==> src/rtl/dacs_pkg.sv <==
package dacs_pkg;

    typedef enum logic [1:0] {
        LK_IDLE = 2'd0,
        LK_ADDR = 2'd1,
        LK_DATA = 2'd2,
        LK_SKIP = 2'd3
    } link_st_e;

endpackage

==> src/rtl/dacs_sync.sv <==
module dacs_sync #(
    parameter int WIDTH  = 2,
    parameter int STAGES = 2
) (
    input  logic             clk,
    input  logic             rst,
    input  logic [WIDTH-1:0] raw_i,
    output logic [WIDTH-1:0] lvl_o,
    output logic [WIDTH-1:0] rise_o,
    output logic [WIDTH-1:0] fall_o
);

    typedef struct packed {
        logic [STAGES-1:0][WIDTH-1:0] chain;
        logic [WIDTH-1:0]             prev;
    } sync_t;

    sync_t s_d, s_q;

    always_comb begin
        s_d = s_q;
        s_d.chain[0] = raw_i;
        for (int i = 1; i < STAGES; i++) begin
            s_d.chain[i] = s_q.chain[i-1];
        end
        s_d.prev = s_q.chain[STAGES-1];
    end

    always_ff @(posedge clk) begin
        if (rst) begin
            s_q <= '1;
        end else begin
            s_q <= s_d;
        end
    end

    assign lvl_o  = s_q.chain[STAGES-1];
    assign rise_o = s_q.chain[STAGES-1] & ~s_q.prev;
    assign fall_o = ~s_q.chain[STAGES-1] & s_q.prev;

endmodule

==> src/rtl/dacs_link.sv <==
module dacs_link
    import dacs_pkg::*;
#(
    parameter int                BYTE_W   = 8,
    parameter int                PREFIX_W = 5,
    parameter logic [PREFIX_W-1:0] PREFIX = 5'b01011,
    parameter int                STRAP_W  = 2
) (
    input  logic              clk,
    input  logic              rst,
    input  logic              sda_lvl,
    input  logic              scl_rise,
    input  logic              scl_fall,
    input  logic              bus_start,
    input  logic              bus_stop,
    input  logic [STRAP_W-1:0] strap_i,
    output logic              sda_oe,
    output logic              byte_vld,
    output logic [BYTE_W-1:0] byte_data,
    output logic              frame_rst
);

    localparam int CNT_W = $clog2(BYTE_W + 1);
    localparam logic [CNT_W-1:0] LAST_BIT = CNT_W'(BYTE_W);

    typedef struct packed {
        link_st_e          st;
        logic [CNT_W-1:0]  bitcnt;
        logic [BYTE_W-1:0] shreg;
        logic              ack;
        logic              oe;
        logic              vld;
        logic              frst;
    } link_t;

    link_t l_d, l_q;
    logic  addr_hit;

    assign addr_hit = (l_q.shreg[BYTE_W-1:1] == {PREFIX, strap_i}) && !l_q.shreg[0];

    always_comb begin
        l_d      = l_q;
        l_d.vld  = 1'b0;
        l_d.frst = 1'b0;
        if (bus_start) begin
            l_d.st     = LK_ADDR;
            l_d.bitcnt = '0;
            l_d.ack    = 1'b0;
            l_d.oe     = 1'b0;
            l_d.frst   = 1'b1;
        end else if (bus_stop) begin
            l_d.st     = LK_IDLE;
            l_d.bitcnt = '0;
            l_d.ack    = 1'b0;
            l_d.oe     = 1'b0;
            l_d.frst   = 1'b1;
        end else if (l_q.st == LK_ADDR || l_q.st == LK_DATA) begin
            if (scl_rise && l_q.bitcnt < LAST_BIT) begin
                l_d.shreg  = {l_q.shreg[BYTE_W-2:0], sda_lvl};
                l_d.bitcnt = l_q.bitcnt + 1'b1;
            end else if (scl_fall && l_q.ack) begin
                l_d.ack    = 1'b0;
                l_d.oe     = 1'b0;
                l_d.bitcnt = '0;
                l_d.st     = LK_DATA;
            end else if (scl_fall && l_q.bitcnt == LAST_BIT) begin
                if (l_q.st == LK_ADDR) begin
                    if (addr_hit) begin
                        l_d.ack = 1'b1;
                        l_d.oe  = 1'b1;
                    end else begin
                        l_d.st = LK_SKIP;
                    end
                end else begin
                    l_d.ack = 1'b1;
                    l_d.oe  = 1'b1;
                    l_d.vld = 1'b1;
                end
            end
        end
    end

    always_ff @(posedge clk) begin
        if (rst) begin
            l_q <= '{st: LK_IDLE, bitcnt: '0, shreg: '0, ack: 1'b0,
                     oe: 1'b0, vld: 1'b0, frst: 1'b0};
        end else begin
            l_q <= l_d;
        end
    end

    assign sda_oe    = l_q.oe;
    assign byte_vld  = l_q.vld;
    assign byte_data = l_q.shreg;
    assign frame_rst = l_q.frst;

endmodule

==> src/rtl/dacs_regs.sv <==
module dacs_regs #(
    parameter int NUM_CH = 2,
    parameter int CODE_W = 8
) (
    input  logic                     clk,
    input  logic                     rst,
    input  logic                     frame_rst,
    input  logic                     byte_vld,
    input  logic [CODE_W-1:0]        byte_data,
    output logic [NUM_CH*CODE_W-1:0] chan_code,
    output logic [NUM_CH-1:0]        chan_upd
);

    localparam int SEL_W = (NUM_CH > 1) ? $clog2(NUM_CH) : 1;

    typedef struct packed {
        logic                          have_cmd;
        logic [SEL_W-1:0]              sel;
        logic [NUM_CH-1:0][CODE_W-1:0] codes;
        logic [NUM_CH-1:0]             upd;
    } regs_t;

    regs_t r_d, r_q;

    always_comb begin
        r_d     = r_q;
        r_d.upd = '0;
        if (frame_rst) begin
            r_d.have_cmd = 1'b0;
        end else if (byte_vld) begin
            if (!r_q.have_cmd) begin
                r_d.have_cmd = 1'b1;
                r_d.sel      = byte_data[SEL_W-1:0];
            end else begin
                r_d.have_cmd = 1'b0;
                for (int i = 0; i < NUM_CH; i++) begin
                    if (r_q.sel == SEL_W'(i)) begin
                        r_d.codes[i] = byte_data;
                        r_d.upd[i]   = 1'b1;
                    end
                end
            end
        end
    end

    always_ff @(posedge clk) begin
        if (rst) begin
            r_q <= '0;
        end else begin
            r_q <= r_d;
        end
    end

    genvar g;
    generate
        for (g = 0; g < NUM_CH; g++) begin : g_out
            assign chan_code[g*CODE_W +: CODE_W] = r_q.codes[g];
        end
    endgenerate
    assign chan_upd = r_q.upd;

endmodule

==> src/rtl/dac_bus_slave.sv <==
module dac_bus_slave #(
    parameter int                  NUM_CH   = 2,
    parameter int                  CODE_W   = 8,
    parameter int                  SYNC_N   = 2,
    parameter int                  PREFIX_W = 5,
    parameter logic [PREFIX_W-1:0] PREFIX   = 5'b01011,
    parameter int                  STRAP_W  = 2
) (
    input  logic                     clk,
    input  logic                     rst,
    input  logic                     scl_i,
    input  logic                     sda_i,
    input  logic [STRAP_W-1:0]       strap_i,
    output logic                     sda_oe,
    output logic [NUM_CH*CODE_W-1:0] chan_code,
    output logic [NUM_CH-1:0]        chan_upd
);

    localparam int LN_SCL = 0;
    localparam int LN_SDA = 1;

    logic [1:0]        ln_lvl, ln_rise, ln_fall;
    logic              scl_rise, scl_fall, bus_start, bus_stop, bus_evt;
    logic              byte_vld, frame_rst;
    logic [CODE_W-1:0] byte_data;

    dacs_sync #(.WIDTH(2), .STAGES(SYNC_N)) u_sync (
        .clk    (clk),
        .rst    (rst),
        .raw_i  ({sda_i, scl_i}),
        .lvl_o  (ln_lvl),
        .rise_o (ln_rise),
        .fall_o (ln_fall)
    );

    assign scl_rise  = ln_rise[LN_SCL];
    assign scl_fall  = ln_fall[LN_SCL];
    assign bus_start = ln_lvl[LN_SCL] && !ln_rise[LN_SCL] && ln_fall[LN_SDA];
    assign bus_stop  = ln_lvl[LN_SCL] && !ln_rise[LN_SCL] && ln_rise[LN_SDA];
    assign bus_evt   = bus_start || bus_stop;

    dacs_link #(
        .BYTE_W   (CODE_W),
        .PREFIX_W (PREFIX_W),
        .PREFIX   (PREFIX),
        .STRAP_W  (STRAP_W)
    ) u_link (
        .clk       (clk),
        .rst       (rst),
        .sda_lvl   (ln_lvl[LN_SDA]),
        .scl_rise  (scl_rise),
        .scl_fall  (scl_fall),
        .bus_start (bus_start),
        .bus_stop  (bus_stop),
        .strap_i   (strap_i),
        .sda_oe    (sda_oe),
        .byte_vld  (byte_vld),
        .byte_data (byte_data),
        .frame_rst (frame_rst)
    );

    dacs_regs #(.NUM_CH(NUM_CH), .CODE_W(CODE_W)) u_regs (
        .clk       (clk),
        .rst       (rst),
        .frame_rst (frame_rst),
        .byte_vld  (byte_vld),
        .byte_data (byte_data),
        .chan_code (chan_code),
        .chan_upd  (chan_upd)
    );

endmodule

==> config.mk <==
export PLATFORM = sky130hd
export DESIGN_NAME = dac_bus_slave
export DESIGN_NICKNAME = d
export VERILOG_FILES = /design/src/rtl/dacs_pkg.sv /design/src/rtl/dacs_sync.sv /design/src/rtl/dacs_link.sv /design/src/rtl/dacs_regs.sv /design/src/rtl/dac_bus_slave.sv
export SDC_FILE = /design/constraint.sdc
export NUM_CORES = 1
export LEC_CHECK = 0
export CORE_MARGIN = 5
export CORE_UTILIZATION = 36
export CTS_BUF_LIST = sky130_fd_sc_hd__clkbuf_16
export CTS_CLUSTER_DIAMETER = 150
export CTS_CLUSTER_SIZE = 28
export DETAILED_ROUTE_END_ITERATION = 12
export SKIP_LAST_GASP = 1
export SLEW_MARGIN = 40
export SYNTH_ARGS = -nofsm -noshare
export SYNTH_HDL_FRONTEND = slang
export SYNTH_SLANG_ARGS = --single-unit
export TNS_END_PERCENT = 5
==> constraint.sdc <==
create_clock -name clk -period 1.6 [get_ports clk]
set_input_delay 0.24 -clock clk [delete_from_list [all_inputs] [get_ports clk]]
set_output_delay 0.24 -clock clk [all_outputs]
set_load 0.02 [all_outputs]
Word level (Yosys, flattened, before mapping):

Cells that the tools add are included.

* register bits after elaboration: 44
* latch bits: 0
* bits in writable memories: 0
* bits in read-only memories: 0
* input bits: 6
* output and inout port bits: 19
* logic and storage cells: 90
* memories: 0

* add/sub/neg operators: 1
* multipliers: 0
* divide/modulo/power cells: 0
* $lt $le $gt $ge: 1
* equal/unequal tests: 8
* shift operators: 0
* mux-type cells: 23
* bitwise operators: 13
* reduce and logical (&&, ||, !) cells: 28

Operators with widths (count)
* 16-bit two-way mux: 1
* 4-bit AND reduction: 4
* 2-bit two-way mux: 7
* 5-bit two-way mux: 2
* 5-bit AND reduction: 2
* 1-bit NOT: 9
* 1-bit two-way mux: 8
* 4-bit two-way mux: 2
* 8-bit two-way mux: 1
* 4-bit nonzero test: 2
* 7-bit by 6-bit == test with 1-bit output: 1
* 1-bit logical AND: 7
* 7-bit OR reduction: 1
* 3-bit two-way mux: 2
* 2-bit nonzero test: 3
* 4-bit by 1-bit adder with 4-bit output, second input constant: 1
* 2-bit bitwise AND: 2
* 4-bit == test, second input constant: 1
* 4-bit < comparator, second input constant: 1
* 4-bit inequality test, second input constant: 1
* 2-bit NOT: 2
* 4-bit OR reduction: 1
* 3-bit by 1-bit inequality test with 1-bit output, second input constant: 1
* 3-bit inequality test, second input constant: 1
* 10 further kinds: 11

Depth between registers and ports, before layout:

* depth after elaboration: 10
* mapped depth: 6
* mapped depth without buffers: 6

Modules after synthesis:

Synthesis repeated with hierarchy kept, for this count alone.

* cell total of the unflattened synthesis: 213
* area total of the unflattened synthesis: 2024.4 um^2

By module, submodules not included
* dacs_regs: instances 1, cells an instance 93, area an instance 963.4 um^2, sequential area each 400.4 um^2
* dacs_link: instances 1, cells an instance 100, area an instance 845.8 um^2, sequential area each 340.3 um^2
* dacs_sync: instances 1, cells an instance 18, area an instance 197.7 um^2, sequential area each 120.1 um^2
* dac_bus_slave: instances 1, cells an instance 2, area an instance 17.5 um^2, sequential area each 0.0 um^2

Worst setup path after synthesis:

Ideal clock, no wire load.

* path kind: flip-flop to flip-flop
* start point: register u_link.l_q[17] (netlist name)
* end point: register u_link.l_q[16] (netlist name)
* setup time: 0.123 ns
* arrival: 1.488 ns
* required time: 1.477 ns
* setup slack: -0.012 ns
* cell stages (with the launch flop): 7
* path buffers: 0
* clock period less this slack: 1.612 ns
* cells stage by stage: dfxtp_1 inv_1 ha_1 and4bb_1 a31oi_1 o21ai_1 mux2_1

* cells in the longest elaborated chain, start to end: 4
* elaborated cells between the ends (all ways): 6
* classes of those cells: eq/ne (2); reduce/logical (4)

RTL lines
* start: declaration: line dacs_link.sv:36 `link_t l_d, l_q;`
* start signal: assignment: line dacs_link.sv:85 `l_q <= '{st: LK_IDLE, bitcnt: '0, shreg: '0, ack: 1'b0,`
* start signal: assignment: line dacs_link.sv:88 `l_q <= l_d;`
* 2-bit by 1-bit == test with 1-bit output or 2-bit == test (tied branches): line dacs_link.sv:57, dacs_link.sv:67
* 1-bit logical OR: line dacs_link.sv:57 `end else if (l_q.st == LK_ADDR || l_q.st == LK_DATA) begin`
* 3-bit nonzero test (no line)
* 5-bit AND reduction (no line) *

Mark *: on every way between the ends. The rest lies on a longest branch, timed or not.
A chain may end at the register's enable or synchronous reset.

Final worst setup path:

Ends and elaborated chain as after synthesis.

==> results_dict.tcl <==
set metrics [dict create \
    slew_headroom 0.662 \
    crit_arrival_ps 1730 \
    ys_seq_area_frac 0.474 \
    rrSetupSlack_ps 40 \
    startpoint "u_link.l_q[17]" \
    grt_usage 0.119 \
    combPwrFrac 0.028 \
    post_drt_via_cell_ratio 4.50 \
    multi_input_comb_area_um2 785 \
    vias 1378 \
    worst_hold_path_type "reg -> reg" \
    synth-edff-count 0 \
    dieHeight_um 81.1 \
    p_int_mw 1.85 \
    finalPower_mw 2.29 \
    timing.rr.start "u_link.l_q[17]" \
    finalSetupViolCount 0 \
    reg2reg_depth 6 \
    async_flop_share 0 \
    ys_ff_latch 43 \
    cts_tree "built" \
    synth_top_area_frac 0.474 \
    chipWidth_um 81.1 \
    syn-num-nets 224 \
    start_kind "flip-flop" \
    diodes 0 \
    routed_wirelength_um 3510 \
    yosysMostFrequentCell "nand2_1" \
    ant_nets 0 \
    core_mm2 0.00482 \
    ys_top_cells_by_area "dfxtp_1 (47%), nand2_1 (11%), a21oi_1 (8.0%), buf_4 (7.4%), or2_2 (2.4%)" \
    power_frac_seq 0.474 \
    htree_levels 2 \
    maxSlewViolCount 0 \
    synth_ff_type "dfxtp_1" \
    insertion_delay_ps 280 \
    die_area_mm2 0.00657 \
    skew_ps 3.15 \
    drcViolationCount 0 \
    clock_sinks 43 \
    syn_inst 215 \
    antenna_found_initial 0 \
    maxCapViolations 0 \
    peakVddDrop_mv 0.722 \
    cts-root-buf "clkbuf_16" \
    ioPinCount 25 \
    endpoint "u_link.l_q[16]" \
    dp_hpwl_um 2510 \
    hold_viol_final 0 \
    run_status "completed" \
    nets 247 \
    syn_area_mm2 0.00182 \
    place.gp.congestion 0.785 \
    regArea_um2 862 \
    ys_warn_count 0 \
    numPortBuffers 24 \
    crit_path_max_fanout 8 \
    drive_gt1_frac 0.167 \
    synth_cell_type_count 33 \
    switching_share 0.194 \
    yosys.area.top_type "dfxtp_1" \
    r2r-end "u_link.l_q[16]" \
    synth_commonest_cells "nand2_1 (51), dfxtp_1 (43), a21oi_1 (29)" \
    syn_area_per_cell_um2 8.46 \
    hold_slack_ps 410 \
    clockBufferDepth 2 \
    critPathSlowestCell "dfxtp_2" \
    start_util 0.377 \
    path_clk_slew_ps 60 \
    tightest_slew_ps 506 \
    fin_tns_setup_ps 0 \
    grt_setup_unrepaired "yes" \
    critical_path_class "reg -> reg" \
    leakage_nw 0.816 \
    cp_slowest_stage_delay_ps 330 \
    cts_hold_buffers 0 \
    max_freq_mhz 641 \
    drtPass1Iterations 4 \
    wl_per_cell_um 11.5 \
    period_share 0.975 \
    nFillCells 487 \
    power_switching_mw 0.445 \
    grt_pass1_wl_um 6030 \
    clkPwrFrac 0.498 \
    syn2layout_area_growth_pct 26.4 \
    cts_made_buffers 5 \
    drt_iter0_drc 86 \
    grt_overflow 0 \
    fin_crit_ps 1560 \
    critical_path_required_ps 1770 \
    power_density_mw_per_mm2 998 \
    crit_path_end_kind "flip-flop" \
    crit_chain "inv_2 > ha_4 > and4bb_1 > a31oi_1 > o21ai_1 > mux2_1" \
    placementRows 25 \
    grt_start_max_net_pins 21 \
    grt_pass1_vias 1293 \
]
-- power groups by stage --
| stage | clock [mW] | sequential, mW | combinational [mW] |
|---|---|---|---|
| finish | 1.14 | 1.09 | 0.0643 |
| global route | 1.21 | 1.09 | 0.0712 |
| CTS | 1.17 | 1.09 | 0.0637 |
| detailed placement | 0 | 1.11 | 0.0627 |
| global placement | 0 | 1.11 | 0.0625 |
| floorplan | 0 | 1.11 | 0.0371 |
-- state kept, by name, summed over array words and instances (netlist names) --
signal	count
u_sync.s_d	2
u_link.frame_rst	1
u_link.byte_data	8
u_sync.lvl_o	2
u_regs.chan_upd	2
u_link.sda_oe	1
u_link.l_q	6
u_regs.chan_code	16
u_link.byte_vld	1
u_sync.s_q	2
u_regs.r_q	2
-- cell usage in the layout (no fill, tap or decap) --
master | Yosys | final
nor3b_1 | 2 | 2
and4bb_1 | 1 | 1
inv_2 | 0 | 1
nand4bb_1 | 1 | 1
a31oi_1 | 1 | 1
bufinv_16 | 0 | 1
nand3_1 | 1 | 1
nand3b_1 | 1 | 1
nor4b_2 | 1 | 1
nor4_1 | 1 | 1
clkinv_4 | 0 | 1
inv_1 | 4 | 3
o21ai_1 | 1 | 1
a21oi_1 | 29 | 29
nor3_1 | 3 | 3
or2_2 | 7 | 7
nand4_1 | 2 | 2
nand2b_4 | 1 | 1
mux2_1 | 1 | 1
o21ai_0 | 4 | 4
xnor2_1 | 1 | 1
o31ai_1 | 1 | 1
dfxtp_2 | 0 | 1
nand2b_1 | 5 | 5
nor2b_1 | 4 | 4
o41ai_2 | 1 | 1
xor2_1 | 4 | 4
and3b_1 | 2 | 2
mux2i_1 | 1 | 1
clkbuf_16 | 0 | 5
clkdlybuf4s50_1 | 0 | 24
dfxtp_1 | 43 | 42
clkinv_2 | 0 | 1
ha_4 | 0 | 1
ha_1 | 3 | 2
nand2_1 | 51 | 51
and4_1 | 1 | 1
nor2_1 | 10 | 10
buf_4 | 18 | 19
-- worst min-delay path by stage --
stage                     slack [ps]     startpoint  depth (start not counted)               to
after global routing             440  u_sync.s_d[5]                          1  u_sync.lvl_o[1]
after floorplan                  340          scl_i                          1    u_sync.s_d[4]
final                            410  u_sync.s_d[5]                          1  u_sync.lvl_o[1]
after detailed placement         400  u_sync.s_d[5]                          1  u_sync.lvl_o[1]
after CTS                        410  u_sync.s_d[5]                          1  u_sync.lvl_o[1]
after global placement           390  u_sync.s_d[4]                          1  u_sync.lvl_o[0]
-- stage by stage --
stage,util,instances,instance area (um^2),setup slack (ps)
after global placement,0.436,296,2100,-48.8
after global routing,0.477,306,2300,-38.6
after CTS,0.474,304,2280,36.1
final,0.477,306,2300,40.0
after floorplan,-,215,1820,4.85
after detailed placement,0.436,296,2100,-61.0
-- critical path: cells and delay by family, from the launching register on --
kind | cells | cell delay (ps)
buf+inv | 1 | 40
compound gates | 2 | 240
flops | 1 | 330
mux | 1 | 310
simple gates | 1 | 230
fa+ha+maj | 1 | 300
-- area by class of cell --
class / count / share of cell area
sequential: 43 / 0.375
inverter: 4 / 0.00654
tap: 67 / 0.0365
clock inverter: 3 / 0.0191
clock buffer: 5 / 0.0545
timing repair buffer: 43 / 0.167
multi-input combinational: 141 / 0.342
-- timing repair --
| action | CTS | global route |
|---|---|---|
| gates resized for setup | 2 | 2 |
| pin swaps | 0 | 2 |
| cloned | 0 | 0 |
| endpoints found under the setup margin | 2 | 1 |
| buffers inserted | 0 | 2 |
-- cell families (layout without fill, tap and decap cells) --
| kind of cell | after synthesis | in the layout | synth area share |
|---|---|---|---|
| XOR/XNOR | 5 | 5 | 0.0241 |
| AND/OR/NAND/NOR | 94 | 94 | 0.258 |
| buffers and inverters | 31 | 55 | 0.102 |
| multiplexers | 2 | 2 | 0.0117 |
| adder cells (fa/ha/maj) | 3 | 3 | 0.0206 |
| flip-flops | 43 | 43 | 0.474 |
| AO/OA/AOI/OAI | 37 | 37 | 0.110 |
-- layer usage --
layer / vias up / wire (um) / track usage
met1: 609 / 1760 / 0.163
met2: 29 / 1520 / 0.174
met5: - / 0 / 0
met3: 4 / 174 / 0.0366
li1: 736 / - / -
met4: 0 / 60 / 0.0507
Power figures use the tool's default switching activity.
